[src/rtl/adc_seq_pkg.sv]
package adc_seq_pkg;

  typedef enum logic [1:0] {
    ST_IDLE   = 2'd0,
    ST_SETTLE = 2'd1,
    ST_START  = 2'd2,
    ST_WAIT   = 2'd3
  } seq_state_e;

  localparam logic [1:0] ADDR_CTRL = 2'd0;
  localparam logic [1:0] ADDR_DATA = 2'd1;
  localparam logic [1:0] ADDR_STAT = 2'd2;

  localparam int CTL_GO_BIT    = 0;
  localparam int CTL_DLY_BIT   = 15;
  localparam int STAT_BUSY_BIT = 0;
  localparam int STAT_EOC_BIT  = 2;

endpackage

[src/rtl/adc_seq_settle.sv]
module adc_seq_settle #(
  parameter int SETTLE_CYC = 1500,
  parameter int CNT_W      = 11
) (
  input  logic clk,
  input  logic rst_n,
  input  logic load,
  input  logic run,
  output logic expired
);

  logic [CNT_W-1:0] cnt_q, cnt_d;

  always_comb begin
    cnt_d = cnt_q;
    if (load) begin
      cnt_d = CNT_W'(SETTLE_CYC - 1);
    end else if (run && (cnt_q != '0)) begin
      cnt_d = cnt_q - 1'b1;
    end
  end

  always_ff @(posedge clk or negedge rst_n) begin
    if (!rst_n) begin
      cnt_q <= '0;
    end else begin
      cnt_q <= cnt_d;
    end
  end

  assign expired = (cnt_q == '0);

endmodule

[src/rtl/adc_seq_fsm.sv]
module adc_seq_fsm
  import adc_seq_pkg::*;
#(
  parameter int NUM_CH = 10,
  parameter int CH_W   = 4
) (
  input  logic             clk,
  input  logic             rst_n,
  input  logic             go_req,
  input  logic             dly_req,
  input  logic [CH_W-1:0]  chan_req,
  input  logic             settle_expired,
  input  logic             conv_done,
  output logic             accept,
  output logic             settle_load,
  output logic             settle_run,
  output logic             capture,
  output logic             busy,
  output logic             conv_start,
  output logic             dly_q,
  output logic [CH_W-1:0]  mux_sel,
  output seq_state_e       state
);

  seq_state_e      state_q, state_d;
  logic [CH_W-1:0] mux_q, mux_d;
  logic            dly_d, dly_r;
  logic            chan_ok;

  assign chan_ok = (int'(chan_req) < NUM_CH);
  assign accept  = go_req && chan_ok && (state_q == ST_IDLE);

  always_comb begin
    state_d = state_q;
    mux_d   = mux_q;
    dly_d   = dly_r;
    unique case (state_q)
      ST_IDLE: begin
        if (accept) begin
          mux_d   = chan_req;
          dly_d   = dly_req;
          state_d = dly_req ? ST_SETTLE : ST_START;
        end
      end
      ST_SETTLE: if (settle_expired) state_d = ST_START;
      ST_START:  state_d = ST_WAIT;
      ST_WAIT:   if (conv_done) state_d = ST_IDLE;
      default:   state_d = ST_IDLE;
    endcase
  end

  always_ff @(posedge clk or negedge rst_n) begin
    if (!rst_n) begin
      state_q <= ST_IDLE;
      mux_q   <= '0;
      dly_r   <= 1'b0;
    end else begin
      state_q <= state_d;
      mux_q   <= mux_d;
      dly_r   <= dly_d;
    end
  end

  assign settle_load = accept && dly_req;
  assign settle_run  = (state_q == ST_SETTLE);
  assign capture     = (state_q == ST_WAIT) && conv_done;
  assign busy        = (state_q != ST_IDLE);
  assign conv_start  = (state_q == ST_START);
  assign mux_sel     = mux_q;
  assign dly_q       = dly_r;
  assign state       = state_q;

endmodule

[src/rtl/adc_seq_result.sv]
module adc_seq_result #(
  parameter int DATA_W = 16
) (
  input  logic              clk,
  input  logic              rst_n,
  input  logic              capture,
  input  logic [DATA_W-1:0] conv_data,
  input  logic              eoc_clr,
  output logic [DATA_W-1:0] data_q,
  output logic              eoc_q
);

  logic [DATA_W-1:0] data_d, data_r;
  logic              eoc_d, eoc_r;

  always_comb begin
    data_d = data_r;
    eoc_d  = eoc_r;
    if (eoc_clr) eoc_d = 1'b0;
    if (capture) begin
      data_d = conv_data;
      eoc_d  = 1'b1;
    end
  end

  always_ff @(posedge clk or negedge rst_n) begin
    if (!rst_n) begin
      data_r <= '0;
      eoc_r  <= 1'b0;
    end else begin
      data_r <= data_d;
      eoc_r  <= eoc_d;
    end
  end

  assign data_q = data_r;
  assign eoc_q  = eoc_r;

endmodule

[src/rtl/adc_seq.sv]
module adc_seq
  import adc_seq_pkg::*;
#(
  parameter int CLK_MHZ   = 100,
  parameter int SETTLE_US = 15,
  parameter int NUM_CH    = 10,
  parameter int DATA_W    = 16
) (
  input  logic              clk,
  input  logic              rst_n,
  input  logic [1:0]        reg_addr,
  input  logic              wr_en,
  input  logic [15:0]       wr_data,
  output logic [15:0]       rd_data,
  output logic [3:0]        mux_sel,
  output logic              conv_start,
  input  logic              conv_done,
  input  logic [DATA_W-1:0] conv_data
);

  localparam int CH_W       = 4;
  localparam int SETTLE_CYC = CLK_MHZ * SETTLE_US;
  localparam int CNT_W      = $clog2(SETTLE_CYC + 1);

  logic              go_req, dly_req, eoc_clr;
  logic [CH_W-1:0]   chan_req;
  logic              accept, settle_load, settle_run, settle_expired;
  logic              capture, busy, dly_q, eoc_q;
  logic [DATA_W-1:0] data_q;
  seq_state_e        state;
  logic              unused_wr;

  assign go_req    = wr_en && (reg_addr == ADDR_CTRL) && wr_data[CTL_GO_BIT];
  assign dly_req   = wr_data[CTL_DLY_BIT];
  assign chan_req  = wr_data[CH_W:1];
  assign eoc_clr   = wr_en && (reg_addr == ADDR_STAT) && wr_data[STAT_EOC_BIT];
  assign unused_wr = ^wr_data[14:CH_W+1];

  adc_seq_settle #(.SETTLE_CYC(SETTLE_CYC), .CNT_W(CNT_W)) u_settle (
    .clk     (clk),
    .rst_n   (rst_n),
    .load    (settle_load),
    .run     (settle_run),
    .expired (settle_expired)
  );

  adc_seq_fsm #(.NUM_CH(NUM_CH), .CH_W(CH_W)) u_fsm (
    .clk            (clk),
    .rst_n          (rst_n),
    .go_req         (go_req),
    .dly_req        (dly_req),
    .chan_req       (chan_req),
    .settle_expired (settle_expired),
    .conv_done      (conv_done),
    .accept         (accept),
    .settle_load    (settle_load),
    .settle_run     (settle_run),
    .capture        (capture),
    .busy           (busy),
    .conv_start     (conv_start),
    .dly_q          (dly_q),
    .mux_sel        (mux_sel),
    .state          (state)
  );

  adc_seq_result #(.DATA_W(DATA_W)) u_result (
    .clk       (clk),
    .rst_n     (rst_n),
    .capture   (capture),
    .conv_data (conv_data),
    .eoc_clr   (eoc_clr),
    .data_q    (data_q),
    .eoc_q     (eoc_q)
  );

  always_comb begin
    rd_data = '0;
    unique case (reg_addr)
      ADDR_CTRL: begin
        rd_data[CTL_DLY_BIT] = dly_q;
        rd_data[CH_W:1]      = mux_sel;
      end
      ADDR_DATA: rd_data[DATA_W-1:0] = data_q;
      ADDR_STAT: begin
        rd_data[STAT_BUSY_BIT] = busy;
        rd_data[STAT_EOC_BIT]  = eoc_q;
      end
      default: rd_data = '0;
    endcase
  end

endmodule

[config.mk]
export PLATFORM = sky130hd
export DESIGN_NAME = adc_seq
export DESIGN_NICKNAME = d
export VERILOG_FILES = /design/src/rtl/adc_seq_pkg.sv /design/src/rtl/adc_seq_settle.sv /design/src/rtl/adc_seq_fsm.sv /design/src/rtl/adc_seq_result.sv /design/src/rtl/adc_seq.sv
export SDC_FILE = /design/constraint.sdc
export NUM_CORES = 1
export LEC_CHECK = 0
export ABC_CLOCK_PERIOD_IN_PS = 2800
export BUFFER_PORTS_ARGS = -buffer_cell sky130_fd_sc_hd__buf_2
export CORE_MARGIN = 1
export CORE_UTILIZATION = 25
export DETAILED_ROUTE_END_ITERATION = 8
export GPL_ROUTABILITY_DRIVEN = 0
export SLEW_MARGIN = 30
export SYNTH_ARGS = -nofsm -noshare
export SYNTH_HDL_FRONTEND = slang
export SYNTH_SLANG_ARGS = --single-unit
[constraint.sdc]
create_clock -name clk -period 2.8 [get_ports clk]
set_input_delay 0.84 -clock clk [delete_from_list [all_inputs] [get_ports clk]]
set_output_delay 0.84 -clock clk [all_outputs]
set_load 0.03 [all_outputs]
# Word level (Yosys, flattened, before mapping)
# Cells that the tools add are included.
# totals
word_cells	49
in_bits	38
regBits	35
out_inout_bits	21
# classes
muxes	15
magnitude_cmp	1
eq_ne	8
add_sub_neg	1
n_reduce_logical	18
# ops
op	n
11-bit 2-to-1 mux	2
11-bit logical NOT	1
11-bit nonzero test	1
11-bit by 1-bit subtractor with 11-bit output, second input constant	1
10-bit 2-to-1 mux	1
1-bit logical AND	9
2-bit 2-to-1 mux	4
2-bit case mux with 4 select lines	1
2-bit == test, second input constant	3
1-bit case mux with 2 select lines	3
2-bit nonzero test	3
2-bit by 1-bit == test with 1-bit output, second input constant	2
2-bit logical NOT	2
4-bit < comparator, second input constant	1
2-bit inequality test, second input constant	2
2-bit case mux with 2 select lines	1
1-bit case mux with 3 select lines	1
3-bit AND reduction	1
1-bit 2-to-1 mux	2
2-bit by 1-bit inequality test with 1-bit output, second input constant	1
2-bit AND reduction	1

# Longest topological paths before layout
# Gate-level depths: netlist (run 1).
# depth
ltp_word	7
depth_mapped	7
mapped_depth_nobuf	6

# Modules after synthesis
# From an unflattened synthesis (run 1), not the netlist that was laid out.
# hier_totals
cells_unflattened	163
hier_area_um2	1910.6
# modules_own_cells
mod	seq_area_each_um2	cells_each	n_inst	area_per_inst_um2
adc_seq_result	425.4	37	1	683.2
adc_seq_settle	275.3	66	1	610.6
adc_seq_fsm	175.2	33	1	414.1
adc_seq	0.0	27	1	202.7

# Worst setup path after synthesis (run 1)
# No wires, ideal clock.
# synth_path
path_type	in2out
from	input reg_addr[1]
to	output rd_data[0]
stages	4
arrival_ps	1899
required_ps	1960
path_buffers	0
slack_ps	61
cell_sequence	inv_1 ha_1 nand2_1 a21boi_0
# synth_via
elab_chain_len	2
elab_cells_between_ends	3
classes_between	eq/ne: 2; mux: 1
# synth_lines
element	line_no	rtl
start: declaration	adc_seq.sv:11	input logic [1:0] reg_addr,
2-bit == test or 2-bit by 1-bit == test with 1-bit output (tied branches)	adc_seq.sv:78	unique case (reg_addr)
1-bit case mux with 2 select lines (*)	adc_seq.sv:78	
end: declaration	adc_seq.sv:14	output logic [15:0] rd_data,
# Mark *: on every way between the ends. The rest lies on a longest branch, timed or not.

# Worst setup path after layout (run 1)
# layout_path
from	input reg_addr[1]
to	output rd_data[2]
# layout_via
elab_chain_len	2
elab_cells_between_ends	4
classes_between	eq/ne: 2; mux: 1; reduce/logical: 1
# layout_lines
element	line_no
2-bit == test (tied with other cells)	adc_seq.sv:78
1-bit case mux with 3 select lines (*)	adc_seq.sv:78
# Marked as above.

==> results of run 1 <==
-- area by class of cell --
type | count | area [um2]
Fill cell | 729 | 4637
Multi-Input combinational cell | 107 | 910.9
Sequential cell | 35 | 875.8
Timing Repair Buffer | 51 | 262.8
Tap cell | 96 | 120.1
Clock buffer | 8 | 100.1
Inverter | 10 | 37.54
-- cell usage after synthesis (2+ instances only) --
cell type,n
sky130_fd_sc_hd__a22o_1,4
sky130_fd_sc_hd__and2_1,10
sky130_fd_sc_hd__clkbuf_1,3
sky130_fd_sc_hd__dfrtp_1,35
sky130_fd_sc_hd__ha_1,10
sky130_fd_sc_hd__inv_1,10
sky130_fd_sc_hd__mux2_2,20
sky130_fd_sc_hd__mux2i_1,4
sky130_fd_sc_hd__nand2_1,12
sky130_fd_sc_hd__nand2b_1,2
sky130_fd_sc_hd__nand3_1,4
sky130_fd_sc_hd__nor2_1,4
sky130_fd_sc_hd__nor3_1,2
sky130_fd_sc_hd__nor4_1,2
sky130_fd_sc_hd__o211ai_1,2
sky130_fd_sc_hd__o21a_1,2
sky130_fd_sc_hd__o21ai_0,6
sky130_fd_sc_hd__or3_2,2
sky130_fd_sc_hd__xnor2_1,2
-- flip-flops by register name (all words and copies together), names as in the netlist --
signal	flops
u_fsm.dly_q	1
u_fsm.mux_sel	4
u_fsm.state	2
u_result.data_q	16
u_result.eoc_q	1
u_settle.cnt_q	11
-- stage by stage --
stage               util, %  cells  hold WS (ns)  instance area [um2]  setup WS, ns
CTS                   33.19    307        0.4874                 2305       0.09132
floorplan                 -    155        0.4458                 1833       0.06109
global placement      31.75    299        0.4637                 2205       0.09827
finish                33.23    307        0.4903                 2307        0.1379
global route          33.23    307        0.5047                 2307       0.01455
detailed placement    31.75    299        0.4721                 2205       0.09765
-- worst min-delay path, delay by kind of cell, from the launching register on --
kind,cells,cell delay [ns]
AND/OR/NAND/NOR,2,0.10
flip-flops,1,0.35
-- final timing paths --
check,from,end,slack [ns],depth (start not counted)
max in group asynchronous,rst_n,u_fsm.mux_sel[2],1.66,1
worst max register to register,u_fsm.state[1],u_settle.cnt_q[5],0.68,6
worst min register to register,u_result.eoc_q,u_result.eoc_q,0.49,2
worst min-delay path,u_result.eoc_q,u_result.eoc_q,0.49,2
worst max-delay path,reg_addr[1],rd_data[2],0.14,6
min in group asynchronous,rst_n,u_result.data_q[7],0.64,1
-- where the power goes --
| part | internal, mW | switching, mW |
|---|---|---|
| Combinational | 0.380 | 0.435 |
| Sequential | 0.726 | 0.148 |
| Clock | 0.225 | 0.183 |
-- layer usage --
layer  up-vias  wire, um
met5         -         0
met2        36      1842
met3         0       146
li1        665         -
met1       653      1892
met4         0         0
-- cells by family after synthesis --
group | after synthesis | synth area share [%]
buf+inv | 13 | 2.662
mux | 24 | 14.47
flops | 35 | 47.78
xor+xnor | 2 | 0.9558
simple gates | 48 | 15.84
fa+ha+maj | 10 | 6.826
compound gates | 23 | 11.47
-- what timing repair did --
action	in CTS	in global routing
resized for setup	0	1
hold endpoints to repair	0	0
setup endpoints to repair	0	1
buffers inserted	0	0
hold buffers	0	0
==> results.sh, run 1 <==
export IMPL_clock_sink_count=35
export IMPL_synthDistinctLibCells=38
export IMPL_routed_wirelength_um=3881
export IMPL_yosys_warnings=0
export IMPL_fmaxAchievable_mhz=375.6
export IMPL_num_antenna_cells=0
export IMPL_synth_ff_type="sky130_fd_sc_hd__dfrtp_1"
export IMPL_synth_sequential_area_ratio_pct=47.78
export IMPL_clock_tree_root_cell="sky130_fd_sc_hd__clkbuf_8"
export IMPL_clock_tree_from_tritoncts="yes"
export IMPL_vias=1354
export IMPL_slowest_delay_ns=0.36
export IMPL_mappedNetlistArea_mm2=0.001833
export IMPL_final_setup_viol_count=0
export IMPL_wl_per_cell_um=12.64
export IMPL_placement_io_buffers=48
export IMPL_finalMaxSlewViolations=0
export IMPL_async_reset_ff_share_pct=100.0
export IMPL_most_frequent_cells_in_the_layout="sky130_fd_sc_hd__buf_2, sky130_fd_sc_hd__dfrtp_1, sky130_fd_sc_hd__mux2_2"
export IMPL_layout_commonest_cell="sky130_fd_sc_hd__buf_2"
export IMPL_cp_cell_sequence="buf_2 -> inv_1 -> ha_1 -> a222oi_1 -> nor2_1 -> buf_2"
export IMPL_nets=258
export IMPL_max_slew_worst_pin_slew_ns=0.7969
export IMPL_ctsLongestPathBuffers=2
export IMPL_global_route_usage_met2_pct=17.54
export IMPL_initial_core_util_pct=26.40
export IMPL_final_setup_tns_ns=0
export IMPL_timing_critical_path_required_ns=1.96
export IMPL_detailedPlacementHpwl_um=2901
export IMPL_synth_top_area_share_pct=47.78
export IMPL_num_io_pins=59
export IMPL_clkLatencyLatePin_ns=0.29
export IMPL_antenna_violations_before_repair=0
export IMPL_cts_max_level=2
export IMPL_post_synth_main_area_contributors="sky130_fd_sc_hd__dfrtp_1, sky130_fd_sc_hd__mux2_2, sky130_fd_sc_hd__ha_1"
export IMPL_relSlewSlack_pct=46.87
export IMPL_layout_drive_gt1_share_pct=42.18
export IMPL_area_delta_synth_final_pct=25.87
export IMPL_route_detailed_drc=0
export IMPL_globalRouteTotalUtil_pct=11.06
export IMPL_synth_top_cell_by_area="sky130_fd_sc_hd__dfrtp_1"
export IMPL_worst_path_buf_inv=3
export IMPL_grt_pass1_wl_um=6499
export IMPL_grt_met3_usage_pct=4.241
export IMPL_die_y_um=87.63
export IMPL_die_area_mm2=0.007678
export IMPL_first_global_vias=1383
export IMPL_total_power_mw=2.096
export IMPL_grt_busiest_layer="met2"
export IMPL_worst_ir_drop_vdd_mv=0.3741
export IMPL_cp_data_arrival_time_ns=1.82
export IMPL_postSynthRegisterBits=35
export IMPL_core_area_mm2=0.006944
export IMPL_crit_slowest_cell="sky130_fd_sc_hd__a222oi_1"
export IMPL_critPathMaxFanout=3
export IMPL_crit_family="compound AO/OA/AOI/OAI gates"
export IMPL_timing_critical_path_to_type="output pin"
export IMPL_min_path_type="flop to flop"
export IMPL_row_count=30
export IMPL_result_of_the_run="completed"
export IMPL_fin_hold_viols=0
export IMPL_finClkSkew_ns=0.006664
export IMPL_globalRouteMet1Util_pct=14.76
export IMPL_drtIter0Drc=58
export IMPL_global_route_overflow_total=0
export IMPL_clk_pin_slew_ns=0.07
export IMPL_maximum_number_of_pins_on_one_net_before_global_route_repair=36
export IMPL_firstDrtPassIters=4
export IMPL_period_share_pct=95.08
export IMPL_rsz0062_at_grt="no"
export IMPL_syn_inst=155
export IMPL_leakage_nw=1.084
export IMPL_syn_nets=203
export IMPL_path_common_cell="sky130_fd_sc_hd__buf_2"
export IMPL_timing_max_cap_violations=0
export IMPL_path_class="primary input to output pin"
export IMPL_synth_enable_flop_cells=0
export IMPL_post_synthesis_area_per_instance_um2=11.83
export IMPL_route_antenna_remaining_nets=0
export IMPL_final_min_clock_period_ns=2.662
export IMPL_die_w_um=87.63
export IMPL_mean_number_of_vias_per_cell=4.410
export IMPL_cts_buffers_inserted=5
export IMPL_nature_of_the_critical_path_startpoint="primary input"
export IMPL_power_per_cell_area_mw_per_mm2=908.4
Power figures use the tool's default switching activity.
==> run 2: changes to the inputs <==
- RECOVER_POWER: not set -> 100
==> results.sh, run 2 (synthesized netlist as in run 1, its figures left out) <==
export IMPL_result_of_the_run="finished with violations"
export IMPL_violations="max-capacitance violations, max-slew violations"
export IMPL_grt_pass1_wl_um=6499
export IMPL_num_io_pins=59
export IMPL_die_area_mm2=0.007678
export IMPL_area_delta_synth_final_pct=22.53
export IMPL_worst_ir_drop_vdd_mv=0.3634
export IMPL_die_y_um=87.63
export IMPL_largest_reg_flops=16
export IMPL_most_frequent_cells_in_the_layout="sky130_fd_sc_hd__dfrtp_1, sky130_fd_sc_hd__buf_2, sky130_fd_sc_hd__mux2_2"
export IMPL_finClkSkew_ns=0.006625
export IMPL_final_min_clock_period_ns=2.689
export IMPL_period_share_pct=96.05
export IMPL_final_setup_viol_count=0
export IMPL_finalMaxSlewViolations=36
export IMPL_clk_pin_slew_ns=0.07
export IMPL_relSlewSlack_pct=-26.02
export IMPL_cts_max_level=2
export IMPL_firstDrtPassIters=4
export IMPL_whs_endpoint="u_result.eoc_q"
export IMPL_critPathMaxFanout=12
export IMPL_timing_critical_path_to_type="output pin"
export IMPL_max_slew_worst_pin_slew_ns=1.890
export IMPL_globalRouteTotalUtil_pct=11.06
export IMPL_nets=258
export IMPL_leakage_nw=1.038
export IMPL_routed_wirelength_um=3912
export IMPL_drtIter0Drc=51
export IMPL_num_antenna_cells=0
export IMPL_cp_data_arrival_time_ns=1.85
export IMPL_layout_drive_gt1_share_pct=36.49
export IMPL_antenna_violations_before_repair=0
export IMPL_placement_io_buffers=48
export IMPL_r2r_end="u_fsm.state[1]"
export IMPL_power_per_cell_area_mw_per_mm2=914.9
export IMPL_min_from="u_result.eoc_q"
export IMPL_rsz0062_at_grt="no"
export IMPL_fin_cells=307
export IMPL_final_setup_tns_ns=0
export IMPL_timing_critical_path_required_ns=1.96
export IMPL_nature_of_the_critical_path_startpoint="primary input"
export IMPL_route_detailed_drc=0
export IMPL_fmaxAchievable_mhz=371.8
export IMPL_worst_r2r_startpoint="u_settle.cnt_q[0]"
export IMPL_global_route_overflow_total=0
export IMPL_clock_tree_from_tritoncts="yes"
export IMPL_placed_instance_area_mm2=0.002205
export IMPL_stdcell_area_mm2=0.002246
export IMPL_maximum_number_of_pins_on_one_net_before_global_route_repair=36
export IMPL_first_global_vias=1383
export IMPL_ctsLongestPathBuffers=2
export IMPL_fin_hold_viols=0
export IMPL_r2r_slack_ns=0.33
export IMPL_clkLatencyLatePin_ns=0.29
export IMPL_cp_startpoint="reg_addr[1]"
export IMPL_min_path_type="flop to flop"
export IMPL_total_setup_buffers_inserted_after_cts=0
export IMPL_core_area_mm2=0.006944
export IMPL_die_w_um=87.63
export IMPL_route_antenna_remaining_nets=0
export IMPL_clock_tree_root_cell="sky130_fd_sc_hd__clkbuf_8"
export IMPL_mean_number_of_vias_per_cell=4.430
export IMPL_dpl_cell_count=299
export IMPL_r2r_worst_path_cells=6
export IMPL_initial_core_util_pct=26.40
export IMPL_wl_per_cell_um=12.74
export IMPL_row_count=30
export IMPL_timing_max_cap_violations=1
export IMPL_path_class="primary input to output pin"
export IMPL_cts_buffers_inserted=5
export IMPL_number_of_instances_on_the_worst_hold_path=2
export IMPL_detailedPlacementHpwl_um=2901
export IMPL_vias=1360
export IMPL_layout_commonest_cell="sky130_fd_sc_hd__dfrtp_1"
export IMPL_clock_sink_count=35
-- run 2: cell count changes in the layout (fill, tap and decap cells not counted) --
cell,change
sky130_fd_sc_hd__o41ai_4,-1
sky130_fd_sc_hd__o311ai_1,+1
sky130_fd_sc_hd__clkbuf_2,+12
sky130_fd_sc_hd__o311ai_4,-1
sky130_fd_sc_hd__clkbuf_1,+8
sky130_fd_sc_hd__or4b_1,+1
sky130_fd_sc_hd__buf_2,-18
sky130_fd_sc_hd__o41ai_1,+1
sky130_fd_sc_hd__nor4b_2,-1
sky130_fd_sc_hd__buf_4,-2
sky130_fd_sc_hd__or4b_4,-1
sky130_fd_sc_hd__nor4b_1,+1
-- run 2: metal layers --
metal | track usage (%) | up-vias | part of all wire (%)
li1 | - | 665 | -
met1 | 14.76 | 662 | 49
met2 | 17.54 | 33 | 48
met3 | 4.241 | 0 | 3.5
met4 | 1.341 | 0 | 0
met5 | 0 | - | 0
-- run 2: timing repair --
action                                 4_1_cts  5_1_grt
endpoints found under the hold margin        0        0
hold buffers                                 0        0
setup endpoints to repair                    0        1
gates resized for setup                      0        1
-- run 2: final cells by class --
class,count,area (um2)
clock buffer,8,100.1
fill,737,4698
inverter,10,37.54
multi-input combinational,107,864.6
sequential,35,875.8
tap,96,120.1
timing repair buffer,51,247.7
-- run 2: worst max path at each step --
stage	slack, ns	cells past startpoint	to
finish	0.11	6	rd_data[1]
floorplan	0.06	4	rd_data[0]
CTS	0.09	6	rd_data[2]
global route	0.01	6	rd_data[2]
detailed placement	0.1	6	rd_data[2]
global placement	0.1	6	rd_data[2]
-- run 2: critical path, stage by stage --
cell,delay [ns]
sky130_fd_sc_hd__clkbuf_2,0.11
sky130_fd_sc_hd__inv_1,0.06
sky130_fd_sc_hd__ha_1,0.21
sky130_fd_sc_hd__clkbuf_2,0.21
sky130_fd_sc_hd__a22o_1,0.24
sky130_fd_sc_hd__clkbuf_2,0.18
-- run 2: power by group --
group	switching [mW]	internal (mW)
combinational	0.427	0.353
clock	0.184	0.225
sequential	0.142	0.726
total	0.752	1.30
-- run 2: per-stage QoR --
stage	util, %	hold WS [ns]	worst slack, ns	power (mW)
2_1_floorplan	-	0.4458	0.06109	1.485
3_3_place_gp	31.75	0.4637	0.09827	1.682
3_5_place_dp	31.75	0.4721	0.09765	1.711
4_1_cts	33.19	0.4874	0.09132	2.124
5_1_grt	32.34	0.5047	0.01068	2.208
6_report	32.34	0.4910	0.1107	2.055
==> run 3: changes to the inputs <==
- CORE_MARGIN: 1 -> 1.5
==> results.sh, run 3 (synthesized netlist as in run 1, its figures left out) <==
export IMPL_result_of_the_run="finished with violations"
export IMPL_violations="max-capacitance violations, max-slew violations"
export IMPL_total_power_mw=2.041
export IMPL_cts_max_level=2
export IMPL_layout_commonest_cell="sky130_fd_sc_hd__dfrtp_1"
export IMPL_path_class="primary input to output pin"
export IMPL_core_area_mm2=0.007176
export IMPL_num_antenna_cells=0
export IMPL_power_per_cell_area_mw_per_mm2=905.9
export IMPL_total_setup_buffers_inserted_after_cts=0
export IMPL_number_of_fill_cells_in_the_layout=743
export IMPL_global_route_overflow_total=0
export IMPL_fin_util_pct=31.40
export IMPL_crit_slowest_cell="sky130_fd_sc_hd__a222oi_1"
export IMPL_clock_tree_root_cell="sky130_fd_sc_hd__clkbuf_8"
export IMPL_finClkSkew_ns=0.003686
export IMPL_clk_pin_slew_ns=0.07
export IMPL_layout_drive_gt1_share_pct=36.49
export IMPL_detailedPlacementHpwl_um=2740
export IMPL_min_from="u_result.eoc_q"
export IMPL_stdcell_area_mm2=0.002253
export IMPL_max_slew_worst_pin_slew_ns=1.884
export IMPL_clkLatencyLatePin_ns=0.28
export IMPL_hold_buffer_count_at_cts=0
export IMPL_wl_per_cell_um=11.87
export IMPL_die_y_um=88.63
export IMPL_timing_critical_path_to_type="output pin"
export IMPL_most_frequent_cells_in_the_layout="sky130_fd_sc_hd__dfrtp_1, sky130_fd_sc_hd__buf_2, sky130_fd_sc_hd__mux2_2"
export IMPL_area_delta_synth_final_pct=22.94
export IMPL_number_of_instances_on_the_worst_hold_path=2
export IMPL_clock_sink_count=35
export IMPL_first_global_vias=1313
export IMPL_crit_family="buffers and inverters"
export IMPL_route_antenna_remaining_nets=0
export IMPL_relSlewSlack_pct=-25.60
export IMPL_period_share_pct=95.21
export IMPL_globalRouteTotalUtil_pct=9.900
export IMPL_die_w_um=88.63
export IMPL_placement_io_buffers=48
export IMPL_placed_instance_area_mm2=0.002208
export IMPL_dpl_cell_count=302
export IMPL_whs_endpoint="u_result.eoc_q"
export IMPL_leakage_nw=1.039
export IMPL_mean_number_of_vias_per_cell=4.348
export IMPL_cts_buffers_inserted=5
export IMPL_routed_wirelength_um=3680
export IMPL_fmaxAchievable_mhz=375.1
export IMPL_vias=1348
export IMPL_r2r_slack_ns=0.31
export IMPL_clock_tree_from_tritoncts="yes"
export IMPL_timing_critical_path_required_ns=1.96
export IMPL_dp_worst_setup_slack_ns=0.1483
export IMPL_rsz0062_at_grt="no"
export IMPL_min_path_type="flop to flop"
export IMPL_r2r_worst_path_cells=6
export IMPL_nature_of_the_critical_path_startpoint="primary input"
export IMPL_row_count=31
export IMPL_grt_pass1_wl_um=5982
export IMPL_timing_max_cap_violations=1
export IMPL_cp_data_arrival_time_ns=1.83
export IMPL_route_detailed_drc=0
export IMPL_r2r_end="u_fsm.state[1]"
export IMPL_worst_r2r_startpoint="u_settle.cnt_q[0]"
export IMPL_die_area_mm2=0.007854
export IMPL_final_setup_viol_count=0
export IMPL_fin_cells=310
export IMPL_finalMaxSlewViolations=36
export IMPL_worst_ir_drop_vdd_mv=0.4613
export IMPL_maximum_number_of_pins_on_one_net_before_global_route_repair=36
export IMPL_post_route_worst_setup_slack_ns=0.1342
export IMPL_fin_hold_viols=0
export IMPL_cp_cell_sequence="buf_2 -> inv_1 -> ha_1 -> a222oi_1 -> nor2_1 -> clkbuf_2"
export IMPL_largest_reg_flops=16
export IMPL_critPathMaxFanout=3
export IMPL_worst_path_buf_inv=3
export IMPL_nets=258
export IMPL_slowest_delay_ns=0.35
export IMPL_drtIter0Drc=40
export IMPL_cp_startpoint="reg_addr[1]"
export IMPL_post_cts_resized=0
export IMPL_final_min_clock_period_ns=2.666
export IMPL_fin_worst_hold_slack_ns=0.4923
export IMPL_num_io_pins=59
export IMPL_ctsLongestPathBuffers=2
export IMPL_initial_core_util_pct=25.54
export IMPL_antenna_violations_before_repair=0
export IMPL_final_setup_tns_ns=0
export IMPL_firstDrtPassIters=4
[run 3: changes by cell type in the layout (fill, tap and decap cells not counted)]
cell	before	now
sky130_fd_sc_hd__buf_2	30	27
sky130_fd_sc_hd__ha_1	9	10
sky130_fd_sc_hd__buf_4	1	2
sky130_fd_sc_hd__clkbuf_2	12	14
sky130_fd_sc_hd__or4b_1	1	0
sky130_fd_sc_hd__or4b_4	0	1
sky130_fd_sc_hd__ha_2	1	0
[run 3: metal layers]
metal,GRT usage [%],part of all wire (%),vias up
met3,3.731,5.9,5
met5,0,0,-
met2,16.05,46,32
li1,-,-,664
met4,2.557,0.68,0
met1,12.43,47,647
[run 3: how the worst max path moves through the flow]
stage,to,slack [ns],cells past startpoint
final,rd_data[2],0.13,6
after global routing,rd_data[15],0.05,6
after CTS,rd_data[2],0.14,6
after detailed placement,rd_data[2],0.15,6
after global placement,rd_data[2],0.15,6
after floorplan,rd_data[0],0.06,4
[run 3: where the power goes]
part / internal (mW) / switching (mW)
sequential: 0.726 / 0.139
combinational: 0.355 / 0.421
clock: 0.224 / 0.176
total: 1.30 / 0.736
[run 3: tightest hold or removal path, delay by kind of cell, from the launching register on]
| family | cells | cell delay (ns) |
|---|---|---|
| flip-flops | 1 | 0.36 |
| AND/OR/NAND/NOR | 2 | 0.10 |
[run 3: area by class of cell]
| cell class | instances | area, um2 | area share (%) |
|---|---|---|---|
| clock buffer | 8 | 100.1 | 4.442 |
| inverter | 10 | 37.54 | 1.666 |
| multi-input combinational | 107 | 865.8 | 38.42 |
| sequential | 35 | 875.8 | 38.87 |
| tap | 99 | 123.9 | 5.497 |
| timing repair buffer | 51 | 250.2 | 11.10 |
